File: src/rtl/led_seq_pkg.sv
package led_seq_pkg;

    localparam int unsigned PAT_SLOTS = 8;
    localparam int unsigned SLOT_W    = $clog2(PAT_SLOTS);
    localparam int unsigned REG_AW    = 8;
    localparam int unsigned REG_DW    = 8;

    localparam logic [REG_AW-1:0] OVR_REG_ADDR = 8'h03;
    localparam logic [REG_DW-1:0] CODE_DARK    = 8'hA0;
    localparam logic [REG_DW-1:0] CODE_LIT     = 8'hA1;
    localparam logic [REG_DW-1:0] CODE_AUTO    = 8'h00;

    // Number of lit slots at the head of each event frame
    localparam int unsigned BOOT_LIT_SLOTS = 4;
    localparam int unsigned BANK_LIT_SLOTS = 3;

    typedef enum logic [1:0] {OVR_AUTO, OVR_DARK, OVR_LIT} ovr_e;
    typedef enum logic [1:0] {EVT_NONE, EVT_BOOT, EVT_BANK} evt_e;
    typedef enum logic [2:0] {
        SHOW_STEADY, SHOW_BOOT, SHOW_BANK, SHOW_FAST, SHOW_DARK, SHOW_LIT
    } show_e;

    typedef struct packed {
        ovr_e ovr;
        evt_e evt;
    } mode_t;

    // Priority: carrier reset > override > latest event > steady
    function automatic show_e pick_show(logic carrier_active, mode_t m);
        show_e s;
        if (carrier_active)          s = SHOW_FAST;
        else if (m.ovr == OVR_DARK)  s = SHOW_DARK;
        else if (m.ovr == OVR_LIT)   s = SHOW_LIT;
        else if (m.evt == EVT_BANK)  s = SHOW_BANK;
        else if (m.evt == EVT_BOOT)  s = SHOW_BOOT;
        else                         s = SHOW_STEADY;
        return s;
    endfunction

    function automatic logic pattern_bit(show_e s, logic [SLOT_W-1:0] slot);
        logic b;
        case (s)
            SHOW_FAST: b = ~slot[0];
            SHOW_BOOT: b = (32'(slot) < BOOT_LIT_SLOTS);
            SHOW_BANK: b = (32'(slot) < BANK_LIT_SLOTS);
            SHOW_DARK: b = 1'b0;
            default:   b = 1'b1;
        endcase
        return b;
    endfunction

endpackage

File: src/rtl/led_slot_timer.sv
module led_slot_timer
    import led_seq_pkg::*;
#(
    parameter int unsigned SLOT_CYCLES = 3_022_500
) (
    input  logic              clk,
    input  logic              rst,
    output logic [SLOT_W-1:0] slot
);
    localparam int unsigned CNT_W = (SLOT_CYCLES > 1) ? $clog2(SLOT_CYCLES) : 1;
    localparam logic [CNT_W-1:0] CNT_LAST = CNT_W'(SLOT_CYCLES - 1);

    logic [CNT_W-1:0] cnt;
    logic             slot_end;

    assign slot_end = (cnt == CNT_LAST);

    always_ff @(posedge clk) begin
        if (rst) begin
            cnt  <= '0;
            slot <= '0;
        end else if (slot_end) begin
            cnt  <= '0;
            slot <= slot + 1'b1;
        end else begin
            cnt  <= cnt + 1'b1;
        end
    end

    AST_SLOT_STEP: assert property (@(posedge clk) disable iff (rst)
        slot_end |=> (slot == $past(slot) + 1'b1));
    AST_SLOT_HOLD: assert property (@(posedge clk) disable iff (rst)
        !slot_end |=> $stable(slot));
    AST_CNT_RANGE: assert property (@(posedge clk) disable iff (rst)
        cnt <= CNT_LAST);

endmodule

File: src/rtl/led_mode_regs.sv
module led_mode_regs
    import led_seq_pkg::*;
(
    input  logic              clk,
    input  logic              rst,
    input  logic              boot_evt,
    input  logic              bank_evt,
    input  logic              wr_valid,
    input  logic [REG_AW-1:0] wr_addr,
    input  logic [REG_DW-1:0] wr_data,
    output mode_t             mode
);
    logic hit;
    assign hit = wr_valid && (wr_addr == OVR_REG_ADDR);

    always_ff @(posedge clk) begin
        if (rst) begin
            mode.ovr <= OVR_AUTO;
            mode.evt <= EVT_NONE;
        end else begin
            if (hit) begin
                case (wr_data)
                    CODE_DARK: mode.ovr <= OVR_DARK;
                    CODE_LIT:  mode.ovr <= OVR_LIT;
                    CODE_AUTO: mode.ovr <= OVR_AUTO;
                    default:   mode.ovr <= mode.ovr;
                endcase
            end
            if (bank_evt)      mode.evt <= EVT_BANK;
            else if (boot_evt) mode.evt <= EVT_BOOT;
        end
    end

    AST_OVR_DARK: assert property (@(posedge clk) disable iff (rst)
        (wr_valid && wr_addr == 8'h03 && wr_data == 8'hA0) |=> mode.ovr == OVR_DARK);
    AST_OVR_RELEASE: assert property (@(posedge clk) disable iff (rst)
        (wr_valid && wr_addr == 8'h03 && wr_data == 8'h00) |=> mode.ovr == OVR_AUTO);
    AST_OVR_IGNORE: assert property (@(posedge clk) disable iff (rst)
        !(wr_valid && wr_addr == 8'h03 && (wr_data == 8'hA0 || wr_data == 8'hA1 || wr_data == 8'h00))
        |=> $stable(mode.ovr));
    AST_EVT_LATCHED: assert property (@(posedge clk) disable iff (rst)
        (mode.evt != EVT_NONE) |=> (mode.evt != EVT_NONE));
    AST_BANK_WINS: assert property (@(posedge clk) disable iff (rst)
        bank_evt |=> mode.evt == EVT_BANK);

endmodule

File: src/rtl/led_status_seq.sv
module led_status_seq
    import led_seq_pkg::*;
#(
    parameter int unsigned SLOT_CYCLES = 3_022_500
) (
    input  logic       clk,
    input  logic       rst,
    input  logic       carrier_rst_n,
    input  logic       boot_evt,
    input  logic       bank_evt,
    input  logic       wr_valid,
    input  logic [7:0] wr_addr,
    input  logic [7:0] wr_data,
    output logic       led
);
    logic [SLOT_W-1:0] slot;
    mode_t             mode;
    show_e             show;

    led_slot_timer #(.SLOT_CYCLES(SLOT_CYCLES)) u_timer (
        .clk  (clk),
        .rst  (rst),
        .slot (slot)
    );

    led_mode_regs u_mode (
        .clk      (clk),
        .rst      (rst),
        .boot_evt (boot_evt),
        .bank_evt (bank_evt),
        .wr_valid (wr_valid),
        .wr_addr  (wr_addr),
        .wr_data  (wr_data),
        .mode     (mode)
    );

    assign show = pick_show(!carrier_rst_n, mode);

    always_ff @(posedge clk) begin
        if (rst) led <= 1'b0;
        else     led <= pattern_bit(show, slot);
    end

    AST_FAST_BLINK: assert property (@(posedge clk) disable iff (rst)
        !carrier_rst_n |=> (led == ~$past(slot[0])));
    AST_FORCED_DARK: assert property (@(posedge clk) disable iff (rst)
        (carrier_rst_n && mode.ovr == OVR_DARK) |=> !led);
    AST_FORCED_LIT: assert property (@(posedge clk) disable iff (rst)
        (carrier_rst_n && mode.ovr == OVR_LIT) |=> led);
    AST_STEADY: assert property (@(posedge clk) disable iff (rst)
        (carrier_rst_n && mode.ovr == OVR_AUTO && mode.evt == EVT_NONE) |=> led);

endmodule

File: config.mk
export PLATFORM = sky130hd
export DESIGN_NAME = led_status_seq
export DESIGN_NICKNAME = d
export VERILOG_FILES = /design/src/rtl/led_seq_pkg.sv /design/src/rtl/led_slot_timer.sv /design/src/rtl/led_mode_regs.sv /design/src/rtl/led_status_seq.sv
export SDC_FILE = /design/constraint.sdc
export NUM_CORES = 1
export LEC_CHECK = 0
export ABC_AREA = 1
export CAP_MARGIN = 20
export CORE_MARGIN = 5
export CORE_UTILIZATION = 57
export CTS_BUF_LIST = sky130_fd_sc_hd__clkbuf_4
export DETAILED_ROUTE_END_ITERATION = 16
export GPL_TIMING_DRIVEN = 0
export HOLD_SLACK_MARGIN = 0.12
export PLACE_DENSITY = 0.9
export SLEW_MARGIN = 5
export SYNTH_ARGS = -nofsm -noshare
export SYNTH_HDL_FRONTEND = slang
export SYNTH_SLANG_ARGS = --single-unit
export TNS_END_PERCENT = 20
File: constraint.sdc
create_clock -name clk -period 1.6 [get_ports clk]
set_input_delay 0.32 -clock clk [delete_from_list [all_inputs] [get_ports clk]]
set_output_delay 0.32 -clock clk [all_outputs]
set_load 0.005 [all_outputs]
; ---- Word-level counts from Yosys, hierarchy flattened
; Index checks and enable logic that the tools add are counted.
[word_totals]
ff_bits = 30
latchBits = 0
input_bits = 22
elab_cells = 39
out_inout_bits = 1
mem_bits_rw = 0
romBits = 0
memories = 0
[classes]
n_bitwise = 1
n_eq_ne = 12
shifts = 0
muxes = 9
div = 0
n_reduce_logical = 7
n_lt_le_gt_ge = 2
n_addsub = 2
n_mul = 0
[op_table]
columns = op, count
row1 = $add 22x1->22 const B, 1
row2 = $eq 22x22->1 const B, 1
row3 = $eq 8x8->1 const B, 2
row4 = $mux 3, 3
row5 = $eq 8x2->1 const B, 1
row6 = $logic_not 8->1, 1
row7 = $eq 3x2->1 const B, 2
row8 = $mux 2, 3
row9 = $pmux 2 s3, 1
row10 = $eq 2x1->1 const B, 2
row11 = $eq 2x2->1 const B, 2
row12 = $pmux 1 s4, 1
row13 = $reduce_or 2->1, 2
row14 = $add 3x1->3 const B, 1
row15 = $eq 3x1->1 const B, 1
row16 = $eq 3x3->1 const B, 1
row17 = $lt 3x2->1 const B, 1
row18 = $lt 3x3->1 const B, 1
row19 = $reduce_bool 3->1, 1
row20 = $reduce_and 2->1, 1
row21 = $reduce_bool 2->1, 1
row22 = $logic_and 1x1->1, 1
row23 = $mux 1, 1
row24 = $not 1->1, 1

; ---- Longest topological paths before layout
[depth]
depth_word = 8
mapped_depth = 11
ltp_nobuf = 11

; ---- Modules after synthesis
; From an unflattened synthesis, not the netlist that was laid out.
[unflattened]
cells_unflattened = 274
area_unflattened_um2 = 1767.9
[modules_own_cells]
columns = mod, instances, seq_area_each_um2, cells_each, area_per_inst_um2
row1 = led_slot_timer, 1, 500.5, 191, 1301.2
row2 = led_mode_regs, 1, 80.1, 53, 301.5
row3 = led_status_seq, 1, 20.0, 30, 165.2

; ---- Least setup slack after synthesis
; OpenSTA, ideal clock, no wires.
[synth_path]
path_kind = reg-to-reg
from = register u_timer.cnt[0]
to = register u_timer.cnt[11]
t_required_ns = 1.483
stages_incl_launch_ff = 8
arrival_time_ns = 1.285
path_slack_ns = 0.198
setup_ns = 0.117
path_buffers = 1
period_less_slack_ns = 1.402
path_cell_list = dfxtp_1 -> ha_1 -> nand3_1 -> nor2_2 -> nand3_4 -> nand2_4 -> buf_12 -> nor3b_2
[synth_between]
elab_chain_cells = 2
elab_cells_between_ends = 3
classes_between = add/sub (1) / eq/ne (1) / reduce/logical (1)
[synth_rtl]
columns = item, line_no
row1 = start: declaration, led_slot_timer.sv:13  ; logic [CNT_W-1:0] cnt;
row2 = start signal: assignment, led_slot_timer.sv:26  ; cnt <= cnt + 1'b1;
row3 = "parallel branches: the longest is 2 deep, another holds $add 22x1->22", --
; Several ways; the timed one is not identified.
; A chain may end at the register's enable or synchronous reset.

; ---- Worst setup path after layout
[layout_path]
from = register led
to = output led
[layout_lines]
columns = item, line_no
row1 = start: declaration, led_status_seq.sv:14  ; output logic led
row2 = start signal: assignment, led_status_seq.sv:41  ; else led <= pattern_bit(show, slot);
; No word-level cell between the ends.

==> summary.txt <==
Worst setup path
  • Setup crit end kind: output pin
  • CP Cell Sequence: clkdlybuf4s50_1
  • Critical Path Slowest Stage Cell: clkdlybuf4s50_1
  • Largest stage delay on the critical path: ~500 ps
  • Levels on crit path: 1
  • CP top delay family: buffers and inverters
  • Worst EP required: 1280 ps
  • R2r worst-path depth: 8
  • Crit start category: flip-flop
  • Worst-path fanout max: 1
  • Critical path arrival: about 1200 ps
  • Buf/Inv on CP: 1
  • Critical path class: reg2out
  • R2r setup slk: ~120 ps

Yosys
  • Avg Cell Area, Syn: around 7.1 sq um
  • Warnings from Yosys: 0
  • Synth area leaders: dfxtp_1, nand2_1, inv_1
  • Post-synth top flop: dfxtp_1
  • Yosys top cell area share: 0.325
  • Yosys cell types: 33
  • Post-synth EDFFs: 0
  • Count leader, synth: nand2_1
  • Largest area contributor in the synthesized netlist: dfxtp_1
  • #FFs+latches synth: 30
  • Sequential fraction of the synthesis area: 0.325
  • Asr flop ratio synth: 0
  • Mapped Cells: approximately 260
  • Syn Std Cell Area: roughly 1800 sq um
  • Top cells by count, synth: nand2_1, inv_1, nor2_1
  • Syn Nets: 285

Placement
  • GP Congestion: between 0.8 and 0.9
  • # port buffers: 21
  • Dpl ws: -36.5 ps
  • Dpl hpwl: ~3000 um

Hold path
  • Hold Crit Class: in2reg
  • Hold path cells: 2

Global route
  • Grt total ovfl: 0
  • Antenna violations before repair: 0
  • Largest net degree at the start of global routing: 11
  • First-pass GRT wire length: just under 7000 um
  • Vias in the first global route: ~1600
  • GRT Overall Usage: 0.201

Run
  • Max-cap violations: 0

Timing
  • Final Hold Viols: 0
  • Fmax: 0.673 GHz
  • Worst-margin pin slew: roughly 310 ps
  • Final min period: about 1500 ps
  • Final Slew Violations: 0
  • Period utilization: 0.929
  • Setup WS post-layout: between 100 and 150 ps
  • Final setup vio count: 0
  • Setup Skew: approximately 16 ps
  • Setup TNS Final: 0 ps
  • RSZ-0062 raised after global routing: no
  • Slew margin rel.: 0.792
  • Hold Worst Slack: 158 ps

Clock network
  • Latest clock arrival within the worst-skew pair: approximately 340 ps
  • Clock-pin slew on the worst setup and hold paths: about 100 ps
  • Clk root buf: clkbuf_4
  • Clk sinks: 30
  • Hold buffer count at cts: 0
  • H-tree depth: 2
  • Max Root-Sink Buffers: 2
  • Num CTS Buffers: 5
  • CTS tree: yes

Drt
  • Avg WL per Cell: ~11 um
  • Vias per Instance: ~5.0
  • 1st-iter DRT viols: between 100 and 150
  • ANT nets after route: 0
  • Residual DRC: 0
  • First-pass iteration count of the detailed router: 4
  • Via Count: ~1700
  • Total wire length: approximately 3800 um

Final layout
  • Layout overhead on the synthesized area: 18.6%
  • Layout Nets: around 310
  • N_diodes: 0
  • Layout cell share with drive strength beyond 1: 0.176

Outcome
  • Status: finished clean

Pwr
  • Total power: ~1300 uW
  • P per Cell Area: slightly above 600 nW/um^2
  • P_leak: 0.000804 uW
  • Worst IR Drop VDD: 0.519 mV

Die
  • Die Wd: 66.9 um
  • I/O pin count: 23
  • Site row count: 20
  • Starting density of the core: 0.600
  • Core footprint: a little over 3000 sq um
  • Die ar.: 4480 sq um
  • Die Y: 66.9 um
==> registers in the layout, indices dropped and copies added (netlist names) <==
signal        flops
led               1
u_timer.cnt      22
u_mode.mode       4
u_timer.slot      3
==> report_power, final <==
part | switching, uW | leakage [uW] | internal [uW] | total, uW
Combinational | 56.9 | 0.000531 | 82.6 | 140
Sequential | 9.07 | 0.000244 | 757 | 766
Clock | 276 | 0.0000286 | 163 | 439
==> what timing repair did <==
action                     4_1_cts  5_1_grt
gates cloned                     0        0
setup endpoints to repair       21        3
setup buffers                    1        0
pin swaps                        1        1
gates resized for setup          3        1
==> stage by stage <==
stage               utilization  cell area, sq um  std cells
detailed placement        0.686              2110        324
floorplan                     -              1850        259
finish                    0.711              2190        333
global placement          0.686              2110        324
CTS                       0.710              2190        333
global route              0.711              2190        333
==> layer usage <==
metal  track usage  routed length [um]  up-vias
met5             0                   0        -
met2         0.340                1890       25
met3        0.0472                 183        6
met4        0.0962                  46        0
met1         0.236                1660      760
li1              -                   -      887
==> path summary, 6_finish.rpt <==
kind,endpoint,from
worst min-delay path,u_mode.mode[2],rst
worst min register to register,u_timer.cnt[0],u_timer.cnt[0]
worst max register to register,u_timer.cnt[14],u_timer.cnt[1]
worst max-delay path,led,led
==> logic make-up (layout without fill, tap and decap cells) <==
| logic type | after synthesis | in the layout | share of synthesized area |
|---|---|---|---|
| flip-flops | 30 | 30 | 0.325 |
| buffers and inverters | 40 | 70 | 0.105 |
| adder cells (fa/ha/maj) | 4 | 4 | 0.0271 |
| AO/OA/AOI/OAI | 21 | 21 | 0.0780 |
| XOR/XNOR | 7 | 7 | 0.0332 |
| AND/OR/NAND/NOR | 157 | 157 | 0.431 |
==> final cells by class <==
class | count | area, sq um
flip-flops and latches | 30 | 604
well taps | 44 | 55.1
plain buffers | 4 | 58.8
multi-input cells | 189 | 1060
clock inverters | 3 | 16.3
repair buffers | 22 | 218
clock buffers | 5 | 37.5
fillers | 262 | 890
inverters | 36 | 135
==> cell usage in the layout, fill, tap and decap left out, drive strengths merged, types with 4 or more instances in the layout <==
cell,count
buf,5
clkbuf,5
nand3,16
or2,4
nand2,64
dfxtp,30
ha,4
nor3,9
nand4,11
nor2,48
inv,36
clkdlybuf4s50,21
a21oi,17
xor2,6
Note: power is estimated with default switching activity, not from simulation.
